File: src/rtl/utopia_rx_pkg.sv
package utopia_rx_pkg;
    typedef enum logic [1:0] {
        ST_IDLE,
        ST_XFER,
        ST_PAUSE
    } rd_state_e;
endpackage

File: src/rtl/utopia_rx_store.sv
module utopia_rx_store #(
    parameter int WORD_W     = 16,
    parameter int CELL_WORDS = 27,
    parameter int CELLS      = 2
) (
    input  logic              clk,
    input  logic              rst_n,
    input  logic              wr_valid,
    input  logic [WORD_W-1:0] wr_data,
    input  logic              rd_take,
    input  logic              rd_last,
    output logic [WORD_W-1:0] rd_word,
    output logic              avail_cell,
    output logic              avail_oct
);
    localparam int DEPTH = CELLS * CELL_WORDS;
    localparam int AW    = $clog2(DEPTH);
    localparam int IW    = $clog2(CELL_WORDS);
    localparam int CW    = $clog2(CELLS + 1);
    localparam int NW    = $clog2(DEPTH + 1);

    logic [WORD_W-1:0] mem [DEPTH];
    logic [IW-1:0]     wr_idx;
    logic              wr_keep;
    logic [AW-1:0]     wr_ptr, rd_ptr;
    logic [NW-1:0]     cnt_written, cnt_commit;
    logic [CW-1:0]     held;

    logic wr_first, room, accept, wr_do, wr_end;

    // Cell acceptance is decided on word 0; a busy slot drops the whole cell
    assign wr_first = wr_valid && (wr_idx == '0);
    assign room     = held < CW'(CELLS);
    assign accept   = wr_first ? room : wr_keep;
    assign wr_do    = wr_valid && accept;
    assign wr_end   = wr_valid && (wr_idx == IW'(CELL_WORDS - 1));

    function automatic logic [AW-1:0] ptr_inc(input logic [AW-1:0] p);
        return (p == AW'(DEPTH - 1)) ? '0 : p + AW'(1);
    endfunction

    always_ff @(posedge clk) begin
        if (wr_do) mem[wr_ptr] <= wr_data;
    end

    always_ff @(posedge clk) begin
        if (!rst_n) begin
            wr_idx      <= '0;
            wr_keep     <= 1'b0;
            wr_ptr      <= '0;
            rd_ptr      <= '0;
            cnt_written <= '0;
            cnt_commit  <= '0;
            held        <= '0;
        end else begin
            if (wr_end)        wr_idx <= '0;
            else if (wr_valid) wr_idx <= wr_idx + IW'(1);
            if (wr_first) wr_keep <= room;
            if (wr_do)    wr_ptr  <= ptr_inc(wr_ptr);
            if (rd_take)  rd_ptr  <= ptr_inc(rd_ptr);
            cnt_written <= cnt_written + NW'(wr_do) - NW'(rd_take);
            cnt_commit  <= cnt_commit + ((wr_do && wr_end) ? NW'(CELL_WORDS) : '0)
                           - NW'(rd_take);
            held        <= held + CW'(wr_do && wr_first) - CW'(rd_take && rd_last);
        end
    end

    assign rd_word    = mem[rd_ptr];
    assign avail_cell = cnt_commit != '0;
    assign avail_oct  = cnt_written != '0;
endmodule

File: src/rtl/utopia_rx_ctrl.sv
module utopia_rx_ctrl
    import utopia_rx_pkg::*;
#(
    parameter int WORD_W     = 16,
    parameter int CELL_WORDS = 27
) (
    input  logic              clk,
    input  logic              rst_n,
    input  logic              mode_octet,
    input  logic              rx_enb_n,
    input  logic              avail_cell,
    input  logic              avail_oct,
    input  logic [WORD_W-1:0] rd_word,
    output logic              rx_clav,
    output logic [WORD_W-1:0] rx_data,
    output logic              rx_soc,
    output logic              rd_take,
    output logic              rd_last
);
    localparam int IW = $clog2(CELL_WORDS);

    rd_state_e     state, state_n;
    logic [IW-1:0] rd_idx;

    assign rx_clav = mode_octet ? avail_oct : avail_cell;
    assign rd_last = rd_idx == IW'(CELL_WORDS - 1);

    always_comb begin
        state_n = state;
        rd_take = 1'b0;
        unique case (state)
            ST_IDLE: begin
                rd_take = !rx_enb_n && rx_clav;
                if (rd_take) state_n = ST_XFER;
            end
            ST_XFER: begin
                // cell mode: the started cell is complete, no recheck
                rd_take = !rx_enb_n && (rx_clav || !mode_octet);
                if (rd_take && rd_last)               state_n = ST_IDLE;
                else if (mode_octet && !rx_clav)      state_n = ST_PAUSE;
            end
            ST_PAUSE: begin
                rd_take = !rx_enb_n && rx_clav;
                if (rd_take && rd_last) state_n = ST_IDLE;
                else if (rx_clav)       state_n = ST_XFER;
            end
            default: state_n = ST_IDLE;
        endcase
    end

    always_ff @(posedge clk) begin
        if (!rst_n) state <= ST_IDLE;
        else        state <= state_n;
    end

    always_ff @(posedge clk) begin
        if (!rst_n) begin
            rx_data <= '0;
            rx_soc  <= 1'b0;
            rd_idx  <= '0;
        end else if (rd_take) begin
            rx_data <= rd_word;
            rx_soc  <= rd_idx == '0;
            rd_idx  <= rd_last ? '0 : rd_idx + IW'(1);
        end
    end
endmodule

File: src/rtl/utopia_rx_phy.sv
module utopia_rx_phy #(
    parameter int WORD_W     = 16,
    parameter int CELL_WORDS = 27,
    parameter int CELLS      = 2
) (
    input  logic              rx_clk,
    input  logic              rst_n,
    input  logic              mode_octet,
    input  logic              wr_valid,
    input  logic [WORD_W-1:0] wr_data,
    input  logic              rx_enb_n,
    output logic              rx_clav,
    output logic [WORD_W-1:0] rx_data,
    output logic              rx_soc
);
    logic [WORD_W-1:0] rd_word;
    logic avail_cell, avail_oct, rd_take, rd_last;

    utopia_rx_store #(.WORD_W(WORD_W), .CELL_WORDS(CELL_WORDS), .CELLS(CELLS)) u_store (
        .clk(rx_clk), .rst_n(rst_n), .wr_valid(wr_valid), .wr_data(wr_data),
        .rd_take(rd_take), .rd_last(rd_last), .rd_word(rd_word),
        .avail_cell(avail_cell), .avail_oct(avail_oct)
    );

    utopia_rx_ctrl #(.WORD_W(WORD_W), .CELL_WORDS(CELL_WORDS)) u_ctrl (
        .clk(rx_clk), .rst_n(rst_n), .mode_octet(mode_octet), .rx_enb_n(rx_enb_n),
        .avail_cell(avail_cell), .avail_oct(avail_oct), .rd_word(rd_word),
        .rx_clav(rx_clav), .rx_data(rx_data), .rx_soc(rx_soc),
        .rd_take(rd_take), .rd_last(rd_last)
    );
endmodule

File: config.mk
export PLATFORM = sky130hd
export DESIGN_NAME = utopia_rx_phy
export DESIGN_NICKNAME = d
export VERILOG_FILES = /design/src/rtl/utopia_rx_pkg.sv /design/src/rtl/utopia_rx_store.sv /design/src/rtl/utopia_rx_ctrl.sv /design/src/rtl/utopia_rx_phy.sv
export SDC_FILE = /design/constraint.sdc
export NUM_CORES = 1
export LEC_CHECK = 0
export BUFFER_PORTS_ARGS = -buffer_cell sky130_fd_sc_hd__buf_2
export CORE_MARGIN = 1
export CORE_UTILIZATION = 39
export DETAILED_ROUTE_END_ITERATION = 8
export GPL_ROUTABILITY_DRIVEN = 0
export HOLD_SLACK_MARGIN = 0.08
export PLACE_DENSITY = 0.5
export SLEW_MARGIN = 20
export SYNTH_ARGS = -nofsm -noshare
export SYNTH_HDL_FRONTEND = slang
export SYNTH_SLANG_ARGS = --single-unit
File: constraint.sdc
create_clock -name rx_clk -period 8.67 [get_ports rx_clk]
set_input_delay 0.4335 -clock rx_clk [delete_from_list [all_inputs] [get_ports rx_clk]]
set_output_delay 0.4335 -clock rx_clk [all_outputs]
set_load 0.1 [all_outputs]
# Yosys cells after proc, flatten, opt, wreduce, memory -nomap -nowiden

Memory sizes are Yosys's and may differ from the RTL's. A register that Yosys moved wholly into a read port is not among the register bits.
Cells that the tools add are included.

Register bits after elaboration: 40
RAM bits: 864
Input port bits: 21
Output and inout bits: 18
Word-level logic and storage cells: 71
Memories: 1

Memories:

| memory      | depth | bits a word | read ports | clocked after Yosys merged registers in | write ports | line                  | source |
|---|---|---|---|---|---|---|---|
| u_store.mem | 54    | 16          | 1          | 1                                       | 1           | utopia_rx_store.sv:22 | `logic [WORD_W-1:0] mem [DEPTH];` |

Add/sub/neg operators: 10
$lt $le $gt $ge: 1
Equality and inequality tests: 9
Muxes and demuxes: 15
Bitwise operators: 1
Reductions and logical operators: 24

Operators by type and width:

| cell                                                                     | count |
|---|---|
| 6-bit by 1-bit adder with 6-bit output (second input constant)           | 2 |
| 6-bit == test (second input constant)                                    | 2 |
| 6-bit two-way mux                                                        | 2 |
| 6-bit nonzero test                                                       | 2 |
| 6-bit by 1-bit subtractor with 6-bit output                              | 2 |
| 1-bit logical AND                                                        | 11 |
| 5-bit by 1-bit adder with 5-bit output (second input constant)           | 2 |
| 5-bit == test (second input constant)                                    | 2 |
| 5-bit zero test                                                          | 2 |
| 2-bit two-way mux                                                        | 5 |
| 5-bit two-way mux                                                        | 2 |
| 6-bit by 1-bit adder with 6-bit output                                   | 1 |
| 6-bit adder                                                              | 1 |
| 3-bit by 1-bit inequality test with 1-bit output (second input constant) | 2 |
| 2-bit one-hot mux with 3 select lines                                    | 1 |
| 1-bit zero test                                                          | 4 |
| 1-bit two-way mux                                                        | 4 |
| 2-bit OR reduction                                                       | 2 |
| 3-bit AND reduction                                                      | 1 |
| 2-bit by 1-bit adder with 2-bit output                                   | 1 |
| 2-bit by 1-bit == test with 1-bit output (second input constant)         | 1 |
| 2-bit == test (second input constant)                                    | 1 |
| 2-bit zero test                                                          | 1 |
| 2-bit less-than comparator (second input constant)                       | 1 |
| other kinds (5)                                                          | 5 |

# Logic depth before layout (Yosys ltp)

Depth after elaboration: 8
Mapped depth: 17
Gate-level depth less buffers: 15

# Cells and area by module

A second synthesis with hierarchy kept.

Cell total of the unflattened synthesis: 1978
Area, all modules: 36501.3 um2

Modules (own cells, without submodules):

| module          | times used | cells each | area each (um2) | seq. area each (um2) |
|---|---|---|---|---|
| utopia_rx_store | 1          | 1853       | 35441.5         | 26705.6 |
| utopia_rx_ctrl  | 1          | 125        | 1059.8          | 480.5 |

# Least setup slack after synthesis

OpenSTA, ideal clock, no wires.

Path type: input port to flip-flop
Start: in wr_valid
End: mem u_store.mem[42][0], enable pin
Library setup time: 389 ps
Arrival time: 2525 ps
Data required time: 8281 ps
Path slack: 5756 ps
Stages: 8
Buffers on the path: 2
Cells stage by stage: buf_2 -> nor4b_2 -> nand3b_1 -> inv_1 -> o21ai_0 -> or4_1 -> clkbuf_1 -> nor2_1

Word-level cells in the longest chain between the ends: 5

Ends and longest elaborated chain:

| item                                        | line                  | source |
|---|---|---|
| from (decl)                                 | utopia_rx_phy.sv:9    | `input logic wr_valid,` |
| 1-bit logical AND                           | utopia_rx_store.sv:32 | `assign wr_first = wr_valid && (wr_idx == '0);` |
| 1-bit two-way mux                           | utopia_rx_store.sv:34 | `assign accept = wr_first ? room : wr_keep;` |
| 1-bit logical AND (*)                       | utopia_rx_store.sv:35 | `assign wr_do = wr_valid && accept;` |
| 1-bit two-way mux (*)                       | utopia_rx_store.sv:43 | `if (wr_do) mem[wr_ptr] <= wr_data;` |
| 1-bit two-way mux (not written as such) (*) | utopia_rx_store.sv:43 |  |
| to (decl)                                   | utopia_rx_store.sv:22 |  |

Mark *: on every way between the ends. The rest lies on a longest branch, timed or not.

==> results.cfg <==
[sta]
fmax_mhz = 280
setup_violations = 0
hold_viol = 0
tns_ns = 0
slew_viol_final = 0
worst_slack_ns = 5.10
finClkSkew_ns = 0.0209
finalCritPeriodShare_pct = 41.1
slew-limit-headroom_pct = 23.9
worstMarginPinSlew_ns = 1.14
min_period_ns = 3.57
grt_setup_unrepaired = false

[yosys]
synth_common_cells = edfxtp_1, mux4_2, mux2i_1
synth-xor-area-share_pct = 0.629
ys_async_sr_fraction_pct = 0
synthAdderAreaFrac_pct = 1.04
synth.most_common_cell = edfxtp_1
syn_area_per_cell_sq_um = 19.4
synth_top_area_cell = edfxtp_1
syn_inst = 1865
synth_ff_type = edfxtp_1
yosys.cell_types.count = 55
synth-edff-count = 864
yosys.area.top_type_share_pct = 71.7
synth_area_leaders = edfxtp_1, mux4_2, dfxtp_1
synth_top_family_by_area = multiplexers
synth_compound_area_share_pct = 4.08
yosysWarnings = 0
ys_ff_latch = 920
ys_seq_area_share_pct = 74.8
syn_nets = 1915
synthMuxAreaShare_pct = 14.5
synthSimpleGateAreaFrac_pct = 2.90
syn_area_sq_um = 36200

[clocking]
tritoncts = done
ctsHtreeMaxLevel = 3
clkTransAtPathRegs_ns = 0.06
cts_buffers = 98
clock_latency_ns = 0.66
cts_setup_buffers = 0
cts_root_buf = clkbuf_16
cts.sinks = 920
holdBufCountCts = 0
cts.repair.resized = 0
clock_tree.buffer_depth = 3

[global_routing]
grt_max_degree = 106
grt_usage_pct = 20.0
grt_pass1_wl_um = 134000
grt_pass1_vias = 18400
antenna_found_initial = 3
gr-total-overflow = 0

[route]
first_iter_violations = 1623
firstDrtPassIters = 5
viasPerCell = 5.48
vias = 18100
avgRoutedWirePerCell_um = 28.2
drc = 0
detail-route-antenna-nets = 0
postRouteWirelength_um = 93100

[worst_setup_path]
critPathMaxFanout = 92
worstPathArrival_ns = 4.16
cp-startpoint = u_store.rd_ptr[0]$_SDFFE_PN0P_
crit_path_end_kind = flip-flop
critical_path_class = flip-flop to flip-flop
start_kind = flip-flop
reg2regPathDepth = 6
worstPathRequired_ns = 9.27
rr_endpoint = u_ctrl.rx_data[2]$_SDFFE_PN0P_
rrSetupSlack_ns = 5.10
worstSetupEndpoint = u_ctrl.rx_data[2]$_SDFFE_PN0P_
reg2reg_from = u_store.rd_ptr[0]$_SDFFE_PN0P_

[layout]
fin_cells = 3302
nFillCells = 7851
nets = 2027
synthToLayoutAreaGrowth_pct = 14.0
drive_above_1_share_pct = 22.9
design_area_sq_um = 41300

[place]
dp_slack_ns = 4.97
dp_hpwl_um = 54200
dp.cells = 3119
portBuffers = 38
place_area_sq_um = 38000

[run_status]
outcome = complete, no violations

[hold_path]
hold_path.class = primary input to flip-flop
min_path_cells = 3

[floorplanning]
die-area_sq_um = 94000
die_h_um = 307
core.rowCount = 111
floorplan.initialDensity_pct = 39.4
die_w_um = 307
coreArea_sq_um = 91800
io_pins = 39

[power]
peakVddDrop_mv = 0.193
cellLeakagePower_nw = 13.0
powerDensity_nw_per_um2 = 268

[flow_run]
drv_cap = 0
## critical path: stages (launching register included)
cell	delay, ns
dfxtp_4	0.68
buf_12	0.52
buf_4	0.65
mux2i_1	0.28
a2111oi_0	0.96
nor3_1	0.11
nor2_1	0.13
## cell families after synthesis
kind of cell / after synthesis
buffers and inverters: 138
adders and majority gates: 29
DFF: 920
muxes: 313
xor gates and xnor gates: 26
and+or+nand+nor: 219
AOI/OAI and AO/OA: 220
## cell usage in the layout (no fill, tap or decap), types with 6 or more instances in the layout
master / instances
a2111oi_0: 6
a211oi_1: 23
a21oi_1: 58
a221oi_1: 24
a22oi_1: 6
and2_1: 16
buf_2: 31
buf_4: 78
bufinv_16: 13
clkbuf_1: 23
clkbuf_16: 98
clkinv_1: 15
clkinv_2: 14
dfxtp_1: 52
edfxtp_1: 864
ha_1: 27
inv_1: 35
mux2_2: 36
mux2i_1: 112
mux4_2: 165
nand2_1: 25
nand2b_1: 6
nand3b_1: 6
nand4_1: 10
nor2_1: 104
nor2b_1: 19
nor3_1: 13
o21ai_0: 52
o221ai_1: 26
xnor2_1: 12
xor2_1: 14
## worst min-delay path by stage
| stage | startpoint | endpoint | slack [ns] |
|---|---|---|---|
| 2_1_floorplan | u_ctrl.rd_idx[0]$_SDFFE_PN0P_ | u_ctrl.rd_idx[0]$_SDFFE_PN0P_ | 0.46 |
| 3_3_place_gp | u_ctrl.rx_soc$_SDFFE_PN0P_ | u_ctrl.rx_soc$_SDFFE_PN0P_ | 0.48 |
| 3_5_place_dp | u_ctrl.rd_idx[0]$_SDFFE_PN0P_ | u_ctrl.rd_idx[0]$_SDFFE_PN0P_ | 0.49 |
| 4_1_cts | wr_valid | u_store.wr_idx[0]$_SDFFE_PP0P_ | 0.11 |
| 5_1_grt | wr_valid | u_store.wr_idx[1]$_SDFFE_PP0P_ | 0.19 |
| 6_report | wr_valid | u_store.wr_idx[0]$_SDFFE_PP0P_ | 0.16 |
## final cells by class
type,instances,area [sq um],area share (%)
multi-input combinational,807,8390,20.3
timing repair buffer,114,841,2.04
antenna,1,2.50,0.00607
clock buffer,126,2610,6.32
tap,1243,1560,3.77
sequential,920,27100,65.6
inverter,36,135,0.328
clock inverter,55,644,1.56
## registers in the layout (all words and copies together) (netlist names)
| register | flops |
|---|---|
| u_ctrl.rd_idx | 5 |
| u_ctrl.rx_data | 16 |
| u_ctrl.rx_soc | 1 |
| u_ctrl.state | 2 |
| u_store.cnt_commit | 6 |
| u_store.cnt_written | 6 |
| u_store.held | 2 |
| u_store.mem | 864 |
| u_store.rd_ptr | 6 |
| u_store.wr_idx | 5 |
| u_store.wr_keep | 1 |
| u_store.wr_ptr | 6 |
## per-stage QoR
step | hold WS, ns | utilization, % | total power (W)
after floorplan | 0.462 | - | 0.00642
after global placement | 0.476 | 41.3 | 0.00690
after detailed placement | 0.485 | 41.3 | 0.00692
after CTS | 0.106 | 44.9 | 0.0112
after global routing | 0.185 | 44.9 | 0.0114
final | 0.156 | 44.9 | 0.0110
## where the power goes
| group | switching (W) | internal (W) | total (W) |
|---|---|---|---|
| Combinational | 0.00105 | 0.000717 | 0.00177 |
| Sequential | 0.000105 | 0.00493 | 0.00503 |
| Clock | 0.00173 | 0.00252 | 0.00424 |
## layer usage
layer / vias up / share of wire, % / GRT usage (%)
li1: 7804 / - / -
met4: 2 / 1.9 / 5.31
met2: 465 / 47 / 31.4
met3: 102 / 4.9 / 2.87
met5: - / 0.0097 / 0
met1: 9729 / 47 / 29.3
No activity file was read; power rests on OpenSTA's default activity.
